===== src/rtl/mask_unit_pkg.sv =====
package mask_unit_pkg;
  typedef enum logic [2:0] {
    OP_NOP       = 3'd0,
    OP_LOAD_GEN  = 3'd1,
    OP_LOAD_ADDR = 3'd2,
    OP_OR_ADDR   = 3'd3,
    OP_AND_ADDR  = 3'd4,
    OP_PUSH_T    = 3'd5,
    OP_PUSH_F    = 3'd6,
    OP_POP       = 3'd7
  } mask_op_e;
endpackage


===== src/rtl/mask_addr_decode.sv =====
module mask_addr_decode #(
  parameter int LOG_N = 4,
  localparam int N = 1 << LOG_N,
  localparam int AW = 2 * LOG_N
) (
  input  logic [AW-1:0] amask_i,
  output logic [N-1:0]  vec_o
);
  for (genvar i = 0; i < N; i++) begin : g_elem
    localparam logic [LOG_N-1:0] IDX = LOG_N'(i);
    logic [LOG_N-1:0] hit;
    for (genvar j = 0; j < LOG_N; j++) begin : g_pos
      // field 1x = don't care, else low bit is the required value
      assign hit[j] = amask_i[2*j+1] | (amask_i[2*j] == IDX[j]);
    end
    assign vec_o[i] = &hit;
  end
endmodule


===== src/rtl/mask_stack.sv =====
module mask_stack #(
  parameter int N = 16,
  parameter int DEPTH = 4,
  localparam int PW = (DEPTH > 1) ? $clog2(DEPTH) : 1
) (
  input  logic         clk_i,
  input  logic         rst_ni,
  input  logic         wr_i,
  input  logic         push_i,
  input  logic         pop_i,
  input  logic [N-1:0] data_i,
  output logic [N-1:0] top_o,
  output logic         full_o,
  output logic         last_o,
  output logic         err_o
);
  logic [N-1:0]  mem [DEPTH];
  logic [PW-1:0] sp_q;
  logic          err_q;

  assign full_o = (sp_q == PW'(DEPTH - 1));
  assign last_o = (sp_q == '0);
  assign top_o  = mem[sp_q];
  assign err_o  = err_q;

  always_ff @(posedge clk_i or negedge rst_ni) begin
    if (!rst_ni) begin
      sp_q  <= '0;
      err_q <= 1'b0;
      for (int k = 0; k < DEPTH; k++) mem[k] <= '1;
    end else if (push_i) begin
      if (full_o) err_q <= 1'b1;
      else begin
        sp_q            <= sp_q + PW'(1);
        mem[sp_q+PW'(1)] <= data_i;
      end
    end else if (pop_i) begin
      if (last_o) err_q <= 1'b1;
      else sp_q <= sp_q - PW'(1);
    end else if (wr_i) begin
      mem[sp_q] <= data_i;
    end
  end

  AST_ERR_STICKY: assert property (@(posedge clk_i) disable iff (!rst_ni)
    err_o |=> err_o);
  AST_UNDERFLOW_HOLD: assert property (@(posedge clk_i) disable iff (!rst_ni)
    (pop_i && !push_i && last_o) |=> (err_o && top_o == $past(top_o)));
endmodule


===== src/rtl/mask_cond_eval.sv =====
module mask_cond_eval #(
  parameter int N = 16
) (
  input  logic         clk_i,
  input  logic         rst_ni,
  input  logic         cond_valid_i,
  input  logic [N-1:0] cond_i,
  input  logic [N-1:0] en_i,
  output logic [N-1:0] cond_q_o,
  output logic         any_o,
  output logic         all_o
);
  logic [N-1:0] cond_q;

  always_ff @(posedge clk_i or negedge rst_ni) begin
    if (!rst_ni) cond_q <= '0;
    else if (cond_valid_i) cond_q <= cond_i;
  end

  assign cond_q_o = cond_q;
  assign any_o    = |(cond_q & en_i);
  assign all_o    = &(cond_q | ~en_i);

  AST_ALL_GIVES_ANY: assert property (@(posedge clk_i) disable iff (!rst_ni)
    (all_o && (en_i != '0)) |-> any_o);
  AST_NONE_ENABLED: assert property (@(posedge clk_i) disable iff (!rst_ni)
    (en_i == '0) |-> (all_o && !any_o));
endmodule


===== src/rtl/mask_unit.sv =====
module mask_unit
  import mask_unit_pkg::*;
#(
  parameter int LOG_N = 4,
  parameter int DEPTH = 4,
  localparam int N = 1 << LOG_N,
  localparam int AW = 2 * LOG_N
) (
  input  logic         clk_i,
  input  logic         rst_ni,
  input  logic         cmd_valid_i,
  input  logic [2:0]   op_i,
  input  logic [N-1:0] opnd_i,
  input  logic         cond_valid_i,
  input  logic [N-1:0] cond_i,
  output logic [N-1:0] en_o,
  output logic         any_o,
  output logic         all_o,
  output logic         err_o
);
  mask_op_e     op;
  logic [N-1:0] dec_vec, top, cond_q, wdata;
  logic         wr, push, pop, full, last;

  assign op = mask_op_e'(op_i);

  mask_addr_decode #(.LOG_N(LOG_N)) u_dec (
    .amask_i (opnd_i[AW-1:0]),
    .vec_o   (dec_vec)
  );

  always_comb begin
    wr    = 1'b0;
    push  = 1'b0;
    pop   = 1'b0;
    wdata = top;
    if (cmd_valid_i) begin
      unique case (op)
        OP_LOAD_GEN:  begin wr = 1'b1;   wdata = opnd_i;          end
        OP_LOAD_ADDR: begin wr = 1'b1;   wdata = dec_vec;         end
        OP_OR_ADDR:   begin wr = 1'b1;   wdata = top | dec_vec;   end
        OP_AND_ADDR:  begin wr = 1'b1;   wdata = top & dec_vec;   end
        OP_PUSH_T:    begin push = 1'b1; wdata = top & cond_q;    end
        OP_PUSH_F:    begin push = 1'b1; wdata = top & ~cond_q;   end
        OP_POP:       pop = 1'b1;
        default:      ;
      endcase
    end
  end

  mask_stack #(.N(N), .DEPTH(DEPTH)) u_stk (
    .clk_i  (clk_i),
    .rst_ni (rst_ni),
    .wr_i   (wr),
    .push_i (push),
    .pop_i  (pop),
    .data_i (wdata),
    .top_o  (top),
    .full_o (full),
    .last_o (last),
    .err_o  (err_o)
  );

  mask_cond_eval #(.N(N)) u_cond (
    .clk_i        (clk_i),
    .rst_ni       (rst_ni),
    .cond_valid_i (cond_valid_i),
    .cond_i       (cond_i),
    .en_i         (top),
    .cond_q_o     (cond_q),
    .any_o        (any_o),
    .all_o        (all_o)
  );

  assign en_o = top;

  AST_LOAD_GEN: assert property (@(posedge clk_i) disable iff (!rst_ni)
    (cmd_valid_i && op_i == 3'd1) |=> (en_o == $past(opnd_i)));
  AST_PUSH_NARROW: assert property (@(posedge clk_i) disable iff (!rst_ni)
    (cmd_valid_i && (op_i == 3'd5 || op_i == 3'd6) && !full)
      |=> ((en_o & ~$past(en_o)) == '0));
  AST_NO_OVERFLOW: assert property (@(posedge clk_i) disable iff (!rst_ni)
    (cmd_valid_i && (op_i == 3'd5 || op_i == 3'd6) && full)
      |=> (err_o && en_o == $past(en_o)));
  AST_IDLE_HOLD: assert property (@(posedge clk_i) disable iff (!rst_ni)
    (!cmd_valid_i || op_i == 3'd0) |=> (en_o == $past(en_o) && err_o == $past(err_o)));
endmodule


===== config.mk =====
export PLATFORM = sky130hd
export DESIGN_NAME = mask_unit
export DESIGN_NICKNAME = d
export VERILOG_FILES = /design/src/rtl/mask_unit_pkg.sv /design/src/rtl/mask_addr_decode.sv /design/src/rtl/mask_stack.sv /design/src/rtl/mask_cond_eval.sv /design/src/rtl/mask_unit.sv
export SDC_FILE = /design/constraint.sdc
export NUM_CORES = 1
export LEC_CHECK = 0
export ABC_AREA = 1
export BUFFER_PORTS_ARGS = -buffer_cell sky130_fd_sc_hd__buf_2
export CORE_UTILIZATION = 30
export CTS_BUF_LIST = sky130_fd_sc_hd__clkbuf_4 sky130_fd_sc_hd__clkbuf_8
export CTS_CLUSTER_SIZE = 14
export DETAILED_ROUTE_END_ITERATION = 6
export PLACE_DENSITY_LB_ADDON = 0.15
export SETUP_SLACK_MARGIN = 0.5
export SLEW_MARGIN = 20
export SYNTH_ARGS = -nofsm -noshare
export SYNTH_HDL_FRONTEND = slang
export SYNTH_HIERARCHICAL = 1
export SYNTH_SLANG_ARGS = --single-unit

===== constraint.sdc =====
create_clock -name clk_i -period 2.2 [get_ports clk_i]
set_input_delay 0.44 -clock clk_i [delete_from_list [all_inputs] [get_ports clk_i]]
set_output_delay 0.44 -clock clk_i [all_outputs]
set_load 0.005 [all_outputs]

After elaboration in Yosys (flattened, before gate mapping)
Index checks and enable logic that the tools add are counted.
{"block": "classes", "addsub": 2, "magnitude_cmp": 4, "n_eq_ne": 12, "mux": 29, "bitwise": 21, "reduce_logical": 29}
{"cell": "$mux 64", "n": 4}
{"cell": "$bwmux 64", "n": 2}
{"cell": "$pmux 16 s6", "n": 1}
{"cell": "$mux 16", "n": 5}
{"cell": "$demux 16 s2", "n": 2}
{"cell": "$reduce_and 4->1", "n": 16}
{"cell": "$and 16x16->16", "n": 3}
{"cell": "$bmux 16 s2", "n": 1}
{"cell": "$not 16->16", "n": 2}
{"cell": "$or 16x16->16", "n": 2}
{"cell": "$reduce_and 16->1", "n": 1}
{"cell": "$reduce_or 16->1", "n": 1}
{"cell": "$eq 3x3->1 const B", "n": 4}
{"cell": "$mux 1", "n": 10}
{"cell": "$reduce_and 3->1", "n": 3}
{"cell": "$mux 2", "n": 4}
{"cell": "$or 1x1->1", "n": 8}
{"cell": "$eq 3x2->1 const B", "n": 2}
{"cell": "$ge 3x3->1 const B", "n": 2}
{"cell": "$lt 3x1->1 const B", "n": 2}
{"cell": "$ne 2x2->1 const B", "n": 3}
{"cell": "$not 2->3", "n": 2}
{"cell": "$reduce_bool 2->1", "n": 3}
{"cell": "$not 1->1", "n": 4}
{"cell": "9 further kinds", "n": 10}
{"block": "totals", "ff_bits": 83, "inputBits": 39, "out_inout_bits": 19, "elab_cells": 104}

Depth between registers and ports, before layout
Gate-level depths: netlist (run 1).
{"block": "logic_depth", "ltp_word": 11, "mapped_depth": 11, "ltp_nobuf": 11}

Modules after synthesis
The synthesis (run 1) kept the hierarchy.
{"module": "mask_stack", "n_inst": 1, "cells_each": 405, "area_each_um2": 3432.0, "seq_area_each_um2": 1756.7}
{"module": "mask_unit", "n_inst": 1, "cells_each": 323, "area_each_um2": 1433.9, "seq_area_each_um2": 0.0}
{"module": "mask_cond_eval", "n_inst": 1, "cells_each": 125, "area_each_um2": 845.8, "seq_area_each_um2": 400.4}
{"module": "mask_addr_decode", "n_inst": 1, "cells_each": 44, "area_each_um2": 172.7, "seq_area_each_um2": 0.0}

Worst setup path after synthesis (run 1)
OpenSTA, ideal clock, no wires.
{"block": "synth_path", "path_type": "register -> register", "from": "reg u_stk.sp_q[0]", "to": "reg u_stk/mem[14] (netlist bit)", "setup_time_ns": 0.061, "t_arrival_ns": 2.010, "required_time_ns": 2.139, "path_slack_ns": 0.128, "stages_incl_launch_ff": 11, "path_buffers": 1, "period_less_slack_ns": 2.072, "path_cell_list": "dfrtp_1 > inv_1 > buf_1 > nor2_1 > o22ai_1 > inv_1 > nor2_1 > nand2_1 > a21boi_0 > nand3_1 > nand2_1"}
{"block": "synth_between", "elab_chain_len": 11, "word_cells_on_any_way": 31}
{"element": "start: declaration", "line": "mask_stack.sv:18", "text": "logic [PW-1:0] sp_q;"}
{"element": "start signal: assignment", "line": "mask_stack.sv:34", "text": "sp_q <= sp_q + PW'(1);"}
{"element": "start signal: assignment", "line": "mask_stack.sv:39", "text": "else sp_q <= sp_q - PW'(1);"}
{"element": "$not 2->3 (implied by the code) (*)", "line": "mask_stack.sv:23", "text": "assign top_o = mem[sp_q];"}
{"element": "$bmux 16 s2 (*)", "line": "mask_stack.sv:23"}
{"element": "$mux 16 (implied by the code) (*) (2 in series)", "line": "mask_stack.sv:23"}
{"element": "named net en_o[14]", "line": "mask_unit.sv:16", "text": "output logic [N-1:0] en_o,"}
{"element": "$and 16x16->16 (tied with other cells)", "line": "mask_unit.sv:44", "text": "OP_PUSH_F: begin push = 1'b1; wdata = top & ~cond_q; end"}
{"element": "$pmux 16 s6", "line": "mask_unit.sv:38", "text": "unique case (op)"}
{"element": "$mux 16 (*)", "line": "mask_unit.sv:37", "text": "if (cmd_valid_i) begin"}
{"element": "named net wdata[14]", "line": "mask_unit.sv:22", "text": "logic [N-1:0] dec_vec, top, cond_q, wdata;"}
{"element": "$bwmux 64", "line": "mask_stack.sv:41", "text": "mem[sp_q] <= data_i;"}
{"element": "$mux 64", "line": "mask_stack.sv:40", "text": "end else if (wr_i) begin"}
{"element": "$mux 64", "line": "mask_stack.sv:37", "text": "end else if (pop_i) begin"}
{"element": "$mux 64 (*)", "line": "mask_stack.sv:31", "text": "end else if (push_i) begin"}
{"element": "end signal: indexed assignment", "line": "mask_stack.sv:35", "text": "mem[sp_q+PW'(1)] <= data_i;"}
{"element": "end signal: indexed assignment", "line": "mask_stack.sv:41"}
{"element": "end: declaration", "line": "mask_stack.sv:17", "text": "logic [N-1:0] mem [DEPTH];"}
Mark *: on every way through the listed nets, which the timed path passes. The rest lies on a longest branch. The select of a mux whose other input is x is not followed.
A chain may end at the register's enable or synchronous reset.

Final worst setup path (run 1)
{"block": "layout_path", "from": "reg u_stk.sp_q[1]", "to": "out any_o"}
{"block": "layout_between", "elab_chain_len": 6}
{"element": "$not 2->3 (implied by the code)", "line": "mask_stack.sv:23"}
{"element": "$bmux 16 s2", "line": "mask_stack.sv:23"}
{"element": "$mux 16 (implied by the code) (2 in series)", "line": "mask_stack.sv:23"}
{"element": "$and 16x16->16", "line": "mask_cond_eval.sv:21", "text": "assign any_o = |(cond_q & en_i);"}
{"element": "$reduce_or 16->1", "line": "mask_cond_eval.sv:21"}
{"element": "end: declaration", "line": "mask_unit.sv:17", "text": "output logic any_o,"}
No other way between the ends. The select of a mux whose other input is x is not followed.

==> metrics.log, run 1 <==
[metrics] status: complete, but fails checks
[metrics] violated checks: setup timing
[metrics] input/output buffers: 57
[metrics] Worst path max stage delay: between 500 and 600 ps
[metrics] Mean Syn Cell Area: about 6.6 µm²
[metrics] cell repeated most along the worst path: sky130_fd_sc_hd__nand2_1
[metrics] launching element type of the critical path: flop
[metrics] Congestion Overflow GR: 0
[metrics] dpl hpwl: 14.3 mm
[metrics] die span in x: about 140 µm
[metrics] Reg area: approximately 2200 µm²
[metrics] Syn Nets: 941
[metrics] reg-to-reg setup timing slack: 10 ps
[metrics] count of endpoints failing hold in the final timing report: 0
[metrics] global placer's final weighted congestion: just over 0.9
[metrics] fin. max-slew vios: 0
[metrics] sequential share of the synthesized area: approximately 37%
[metrics] CP Max Fanout: 10
[metrics] worst hold stages: 3
[metrics] core region area: ~19000 µm²
[metrics] CP endpoint kind: primary output
[metrics] overall die area: around 20000 µm²
[metrics] total negative slack: -505 ps
[metrics] vias: 6144
[metrics] DRC viols: 0
[metrics] root buf cell: sky130_fd_sc_hd__clkbuf_8
[metrics] Filler cells: just under 2k
[metrics] worst-case setup margin in the final layout: -223 ps
[metrics] post-synthesis cell type count: 27
[metrics] Ant. Diodes: 0
[metrics] final cell utilization of the core: 41.1%
[metrics] reported leakage power: roughly 3.9 nW
[metrics] PnR Total Power: between 10 and 15 mW
[metrics] number of nets with antenna violations after detailed routing: 0
[metrics] met3 global-route usage: 2.96%
[metrics] Pre-antenna DRT Iters: 5
[metrics] main flop type after synthesis: sky130_fd_sc_hd__dfstp_2
[metrics] CTS Sinks: a little over 80
[metrics] area of placed instances: between 6000 and 7000 µm²
[metrics] first-pass GRT wire length: ~32 mm
[metrics] initial standard-cell utilization of the core: between 30% and 40%
[metrics] Final Cycle Share: 110%
[metrics] category of the most critical setup path: flop to primary output
[metrics] share of the synthesized area in the top cell type: between 20 and 30%
[metrics] DR vias/cell: 4.86
[metrics] largest area contributor in the synthesized netlist: sky130_fd_sc_hd__dfstp_2
[metrics] global router's overall resource usage: around a fifth
[metrics] timing-limited maximum frequency: around 0.41 GHz
[metrics] net total in the final layout: between 1k and 1.5k
[metrics] Synth Warn #: 6
[metrics] most common cell in the netlist: sky130_fd_sc_hd__nand2_1
[metrics] area of the multi-input gates: roughly 3600 µm²
[metrics] final setup violation count: 5
[metrics] Worst-Skew Late Latency: between 300 and 400 ps
[metrics] count of state elements after synthesis: 83
[metrics] total detailed-routing wirelength: between 20 and 25 mm
[metrics] top post-synthesis cells by area: sky130_fd_sc_hd__dfstp_2, sky130_fd_sc_hd__nand2_1, sky130_fd_sc_hd__nand3_1
[metrics] startpoint of the most critical hold path: cond_i[8]
[metrics] Clock Skew: roughly 12 ps
[metrics] signal arrival time at the worst endpoint: slightly below 2000 ps
[metrics] leading cell types by count after synthesis: sky130_fd_sc_hd__nand2_1, sky130_fd_sc_hd__nand3_1, sky130_fd_sc_hd__nor2_1, sky130_fd_sc_hd__inv_1, sky130_fd_sc_hd__dfstp_2
[metrics] violation count after the first detailed-routing iteration: 388
[metrics] capturing point of the worst reg2reg path: u_stk/mem[17]
[metrics] pin count of the biggest net entering global routing: between 60 and 70
[metrics] reg2reg path depth: 14
[metrics] Global Route met2 Usage: between 30% and 40%
[metrics] largest vdd supply drop: 0.000708 V
[metrics] GRT Max-Usage Layer: met2
[metrics] unrepaired setup endpoints after global routing: yes
[metrics] kind of path behind the tightest hold check: input port to flop
[metrics] PD cells: ~1400 nW/µm²
[metrics] final worst path period need: 2420 ps
[metrics] largest buffer count on any clock path: 2
[metrics] worst-case hold slack: ~250 ps
[metrics] number of flops mapped to enable cells by yosys: 0
[metrics] number of clock buffers inserted by TritonCTS: 9
[metrics] Layout area overhead: 32.3%
[metrics] Cell Rows: 50
[metrics] register clock-pin slew on the reported worst setup and hold paths: 100 ps
[metrics] met1 Use GR: 29.2%
[metrics] proportion of layout cells with a drive suffix above 1: 34.1%
[metrics] die extent in y: between 100 and 150 µm
[metrics] area of the mapped netlist: about 6000 µm²
[metrics] number of H-tree levels: 3
[metrics] Routed wire per std cell: about 16 µm
[metrics] endpoint of the worst hold-timing path: u_cond/cond_q_o[8]
[metrics] CP max stage cell: sky130_fd_sc_hd__dfrtp_2
[metrics] post-route design area: between 7000 and 8000 µm²
[metrics] worst-case headroom to the max-slew limit: between 60% and 70%
[metrics] source of the worst register-to-register timing path: u_stk/sp_q[1]
[metrics] IO Pins: 58
[metrics] via count of the first global-routing pass: between 5k and 6k
[metrics] required time at the endpoint of the critical path: ~1800 ps
[metrics] transition at the pin with the smallest max-transition slack: about 480 ps
[metrics] post-synthesis cell count: between 800 and 900
[metrics] TritonCTS clock tree: yes
[metrics] max_cap viols: 0
[metrics] cells along the critical path: buf_8, o21ai_1, o22ai_2, nand2_1, nand4_1, nor2_1, nand2_1, buf_2
[metrics] initial antenna violation count: 0
[metrics] FFs w/ async S/R, synth: between 90% and 100%
-- stage by stage --
step / cells / setup slack [ps]
after floorplan: 897 / 454
after global placement: 1220 / 42.4
after detailed placement: 1220 / 65.0
after CTS: 1250 / -215
after global routing: 1263 / -311
final: 1263 / -223
-- cells in the final DEF, fill, tap and decap left out, drive strengths merged --
cell type and count:
nand2 344, buf 135, nand3 101, nor2 94
inv 86, dfstp 64, o21ai 54, nand4 34
dfrtp 19, a21oi 17, o22ai 16, or2 15
clkbuf 10, ha 5, clkinv 4, clkinvlp 1
a21boi 1, bufinv 1, dlygate4sd3 1, xnor2 1
-- routing by layer --
layer | up-vias | part of all wire, %
met2 | 143 | 45
met3 | 22 | 4.0
met1 | 2913 | 49
met4 | 0 | 1.9
li1 | 3066 | -
met5 | - | 0
-- worst max-delay path: cells and delay by family (launching register included) --
| family | cells | cell delay, ps |
|---|---|---|
| simple gates | 4 | 340 |
| buf+inv | 2 | 330 |
| compound gates | 2 | 400 |
| flops | 1 | 520 |
-- registers in the layout (all words and copies together), names as in the netlist --
| register | count |
|---|---|
| u_stk/err_o | 1 |
| u_stk/sp_q | 2 |
| u_stk/mem | 64 |
| u_cond/cond_q_o | 16 |
-- how the worst max path moves through the flow --
stage             startpoint             to  slack, ps  cells after the start
2_1_floorplan        op_i[1]  u_stk/mem[48]        450                     11
3_3_place_gp   u_stk/sp_q[0]  u_stk/mem[15]         40                     11
3_5_place_dp   u_stk/sp_q[0]  u_stk/mem[15]         70                     11
4_1_cts        u_stk/sp_q[0]          any_o       -210                      9
5_1_grt        u_stk/sp_q[1]          all_o       -310                     10
6_report       u_stk/sp_q[1]          any_o       -220                      8
-- final cells by class --
class                           instances  area share, %
Clock inverter                          6          0.900
Timing Repair Buffer                  136           14.6
Clock buffer                           10           1.77
Multi-Input combinational cell        682           46.3
Sequential cell                        83           27.7
Tap cell                              260           4.18
Inverter                               85           4.34
Timing Repair inverter                  1          0.209
-- kinds of logic after synthesis --
family | Yosys count | share of synthesized area (%)
fa+ha+maj | 5 | 1.06
xor+xnor | 1 | 0.149
flops | 83 | 36.7
compound gates | 88 | 8.51
buf+inv | 132 | 10.7
simple gates | 588 | 43.0
-- repair_timing --
item	CTS	global route
hold endpoints to repair	2	0
gates cloned	0	1
hold buffers	1	0
setup buffers	13	12
setup endpoints to repair	82	85
gates resized for setup	65	54
pin swaps	9	23
-- report_power, final --
group          total [mW]  internal (mW)  switching, mW
sequential           2.95           2.48          0.467
combinational        7.08           3.15           3.92
clock                1.24          0.569          0.672
No activity file was read; power rests on OpenSTA's default activity.
==> run 2, diff against run 1 <==
PLACE_DENSITY_LB_ADDON = 0.1   (was 0.15)
==> run 2 against run 1 <==
Net effect: the run still ends with setup timing left; clock power is 15% higher; highest routed layer unchanged; largest cell class unchanged; total power shrank 4.5%; setup slack improved by 4.2 ps.
==> metrics.log, run 2 (synthesized netlist as in run 1, its figures left out) <==
[metrics] initial antenna violation count: 0 (unchanged)
[metrics] CTS Sinks: 83 (unchanged)
[metrics] PD cells: 1420 nW/µm² (-1.6%)
[metrics] via count of the first global-routing pass: 6054 (+3.3%)
[metrics] post-route design area: 7560 µm² (-3.0%)
[metrics] signal arrival time at the worst endpoint: 1980 ps (about the same)
[metrics] Worst-Skew Late Latency: 390 ps (about the same)
[metrics] capturing point of the worst reg2reg path: u_stk/mem[41]
[metrics] number of clock buffers inserted by TritonCTS: 9 (unchanged)
[metrics] core region area: 19000 µm² (unchanged)
[metrics] final cell utilization of the core: 39.9% (-1.2 points)
[metrics] met1 Use GR: 29.8% (+0.61 points)
[metrics] proportion of layout cells with a drive suffix above 1: 32.2% (-1.9 points)
[metrics] Cell Rows: 50 (unchanged)
[metrics] GRT Max-Usage Layer: met2
[metrics] reported leakage power: 3.80 nW (-2.5%)
[metrics] Ant. Diodes: 0 (unchanged)
[metrics] kind of path behind the tightest hold check: input port to flop
[metrics] DRC viols: 0 (unchanged)
[metrics] Pre-antenna DRT Iters: 5 (unchanged)
[metrics] unrepaired setup endpoints after global routing: yes
[metrics] max_cap viols: 0 (unchanged)
[metrics] root buf cell: sky130_fd_sc_hd__clkbuf_8
[metrics] violation count after the first detailed-routing iteration: 337 (-13%)
[metrics] DR vias/cell: 4.84 (-0.53%)
[metrics] transition at the pin with the smallest max-transition slack: 497 ps (+19.1 ps)
[metrics] non-filler instance count after layout: 1253 (-0.79%)
[metrics] global placer's final weighted congestion: 0.861 (-5.6%)
[metrics] first-pass GRT wire length: 33.3 mm (+3.6%)
[metrics] vias: 6063 (-1.3%)
[metrics] endpoint of the worst hold-timing path: u_cond/cond_q_o[11]
[metrics] net total in the final layout: 1032 (-0.96%)
[metrics] most frequent standard cell in the layout excluding fill and tap cells: sky130_fd_sc_hd__nand2_1
[metrics] reg-to-reg setup timing slack: 110 ps (+100 ps)
[metrics] global router's overall resource usage: 21.6% (+0.68 points)
[metrics] IO Pins: 58 (unchanged)
[metrics] required time at the endpoint of the critical path: 1760 ps (about the same)
[metrics] Final Cycle Share: 110% (-0.19 points)
[metrics] violated checks: setup timing
[metrics] die span in x: 142 µm (unchanged)
[metrics] leading cell types in the layout, fill and taps excluded: sky130_fd_sc_hd__nand2_1, sky130_fd_sc_hd__nand3_1, sky130_fd_sc_hd__inv_1
[metrics] dpl hpwl: 14.5 mm (+1.6%)
[metrics] overall die area: 20200 µm² (unchanged)
[metrics] CP Max Fanout: 15 (+5)
[metrics] worst-case setup margin in the final layout: -219 ps (+4.21 ps)
[metrics] initial standard-cell utilization of the core: 31.0% (unchanged)
[metrics] count of endpoints failing hold in the final timing report: 0 (unchanged)
[metrics] Global Route met2 Usage: 34.8% (+1.8 points)
[metrics] worst hold stages: 3 (unchanged)
[metrics] worst slack after detailed placement: -32.7 ps (-97.8 ps)
[metrics] status: complete, but fails checks
[metrics] Layout area overhead: 28.4%
[metrics] largest vdd supply drop: 0.000620 V (-12%)
[metrics] max FFs per register: 64 (unchanged)
[metrics] worst-case headroom to the max-slew limit: 66.9% (-1.2 points)
[metrics] launching element type of the critical path: flop
[metrics] largest buffer count on any clock path: 2 (unchanged)
[metrics] register clock-pin slew on the reported worst setup and hold paths: 100 ps (about the same)
[metrics] total detailed-routing wirelength: 20.4 mm (-1.2%)
[metrics] pin count of the biggest net entering global routing: 45 (-27%)
[metrics] number of placed instances, taps included: 1218 (-0.16%)
[metrics] Congestion Overflow GR: 0 (unchanged)
[metrics] final worst path period need: 2420 ps (-4.21 ps)
[metrics] fin. max-slew vios: 0 (unchanged)
[metrics] number of nets with antenna violations after detailed routing: 0 (unchanged)
[metrics] input/output buffers: 57 (unchanged)
[metrics] reg2reg path depth: 12 (-2)
[metrics] Most flops, register: u_stk/mem
[metrics] final setup violation count: 6 (+1)
[metrics] PnR Total Power: 10.8 mW (-4.5%)
[metrics] met3 global-route usage: 3.77% (+0.81 points)
[metrics] number of H-tree levels: 3 (unchanged)
[metrics] Clock Skew: 10.9 ps (-0.865 ps)
[metrics] category of the most critical setup path: flop to primary output
[metrics] startpoint of the most critical hold path: cond_i[11]
[metrics] timing-limited maximum frequency: 0.413 GHz (+0.17%)
[metrics] CP endpoint kind: primary output
[metrics] TritonCTS clock tree: yes
[metrics] source of the worst register-to-register timing path: u_stk/sp_q[0]
[metrics] Routed wire per std cell: 16.3 µm (-0.38%)
[metrics] area of placed instances: 6840 µm² (-0.58%)
[metrics] die extent in y: 142 µm (unchanged)
-- run 2: cell count changes in the layout (fill, tap and decap cells not counted), sizes merged --
| cell | previous run | this run |
|---|---|---|
| clkinv | 4 | 1 |
| bufinv | 1 | 3 |
| clkbuf | 10 | 9 |
| clkinvlp | 1 | 2 |
| buf | 135 | 126 |
-- run 2: how the worst max path moves through the flow --
stage             startpoint             to  slack [ps]  depth (start not counted)
6_report       u_stk/sp_q[0]          all_o        -220                          9
5_1_grt        u_stk/sp_q[0]          all_o        -340                          9
2_1_floorplan        op_i[1]  u_stk/mem[48]         450                         11
4_1_cts        u_stk/sp_q[0]          any_o        -200                         11
3_5_place_dp   u_stk/sp_q[0]          all_o         -30                          9
3_3_place_gp   u_stk/sp_q[0]          all_o         -20                          9
-- run 2: stage by stage --
stage | setup TNS, ps | hold slack [ps]
2_1_floorplan | 0 | 144
3_3_place_gp | -18.5 | 386
3_5_place_dp | -32.7 | 389
4_1_cts | -548 | 229
5_1_grt | -1180 | 238
6_report | -465 | 249
-- run 2: cell type report --
type / instances / area (µm²)
Timing Repair Buffer: 127 / 945
Multi-Input combinational cell: 682 / 3540
Inverter: 85 / 335
Clock inverter: 7 / 123
Tap cell: 260 / 325
Fill cell: 2045 / 11400
Clock buffer: 9 / 124
Sequential cell: 83 / 2160
-- run 2: metal layers --
metal / routed length, µm / up-vias
met5: 0 / -
met4: 252 / 0
met3: 756 / 15
met2: 9400 / 117
met1: 9990 / 2884
li1: - / 3047
-- run 2: timing repair --
item | CTS | global route
hold endpoints to repair | 4 | 0
pin swaps | 14 | 9
setup endpoints to repair | 83 | 85
gates resized for setup | 53 | 31
hold buffers | 1 | 0
buffers inserted | 17 | 1
-- run 2: where the power goes --
| part | switching (mW) | internal [mW] | total, mW |
|---|---|---|---|
| logic | 3.72 | 2.69 | 6.41 |
| clock network | 0.662 | 0.765 | 1.43 |
| registers | 0.441 | 2.48 | 2.92 |
| total | 4.83 | 5.93 | 10.8 |
-- run 2: critical path, cell delays in order (launching register included) --
cell and delay [ps]:
sky130_fd_sc_hd__dfrtp_2 470, sky130_fd_sc_hd__buf_12 180, sky130_fd_sc_hd__o21ai_2 160, sky130_fd_sc_hd__o22ai_2 140, sky130_fd_sc_hd__nand2_1 100, sky130_fd_sc_hd__nand2_1 80, sky130_fd_sc_hd__nor2_2 160, sky130_fd_sc_hd__nand2_1 90
sky130_fd_sc_hd__nor2_1 90, sky130_fd_sc_hd__buf_2 120
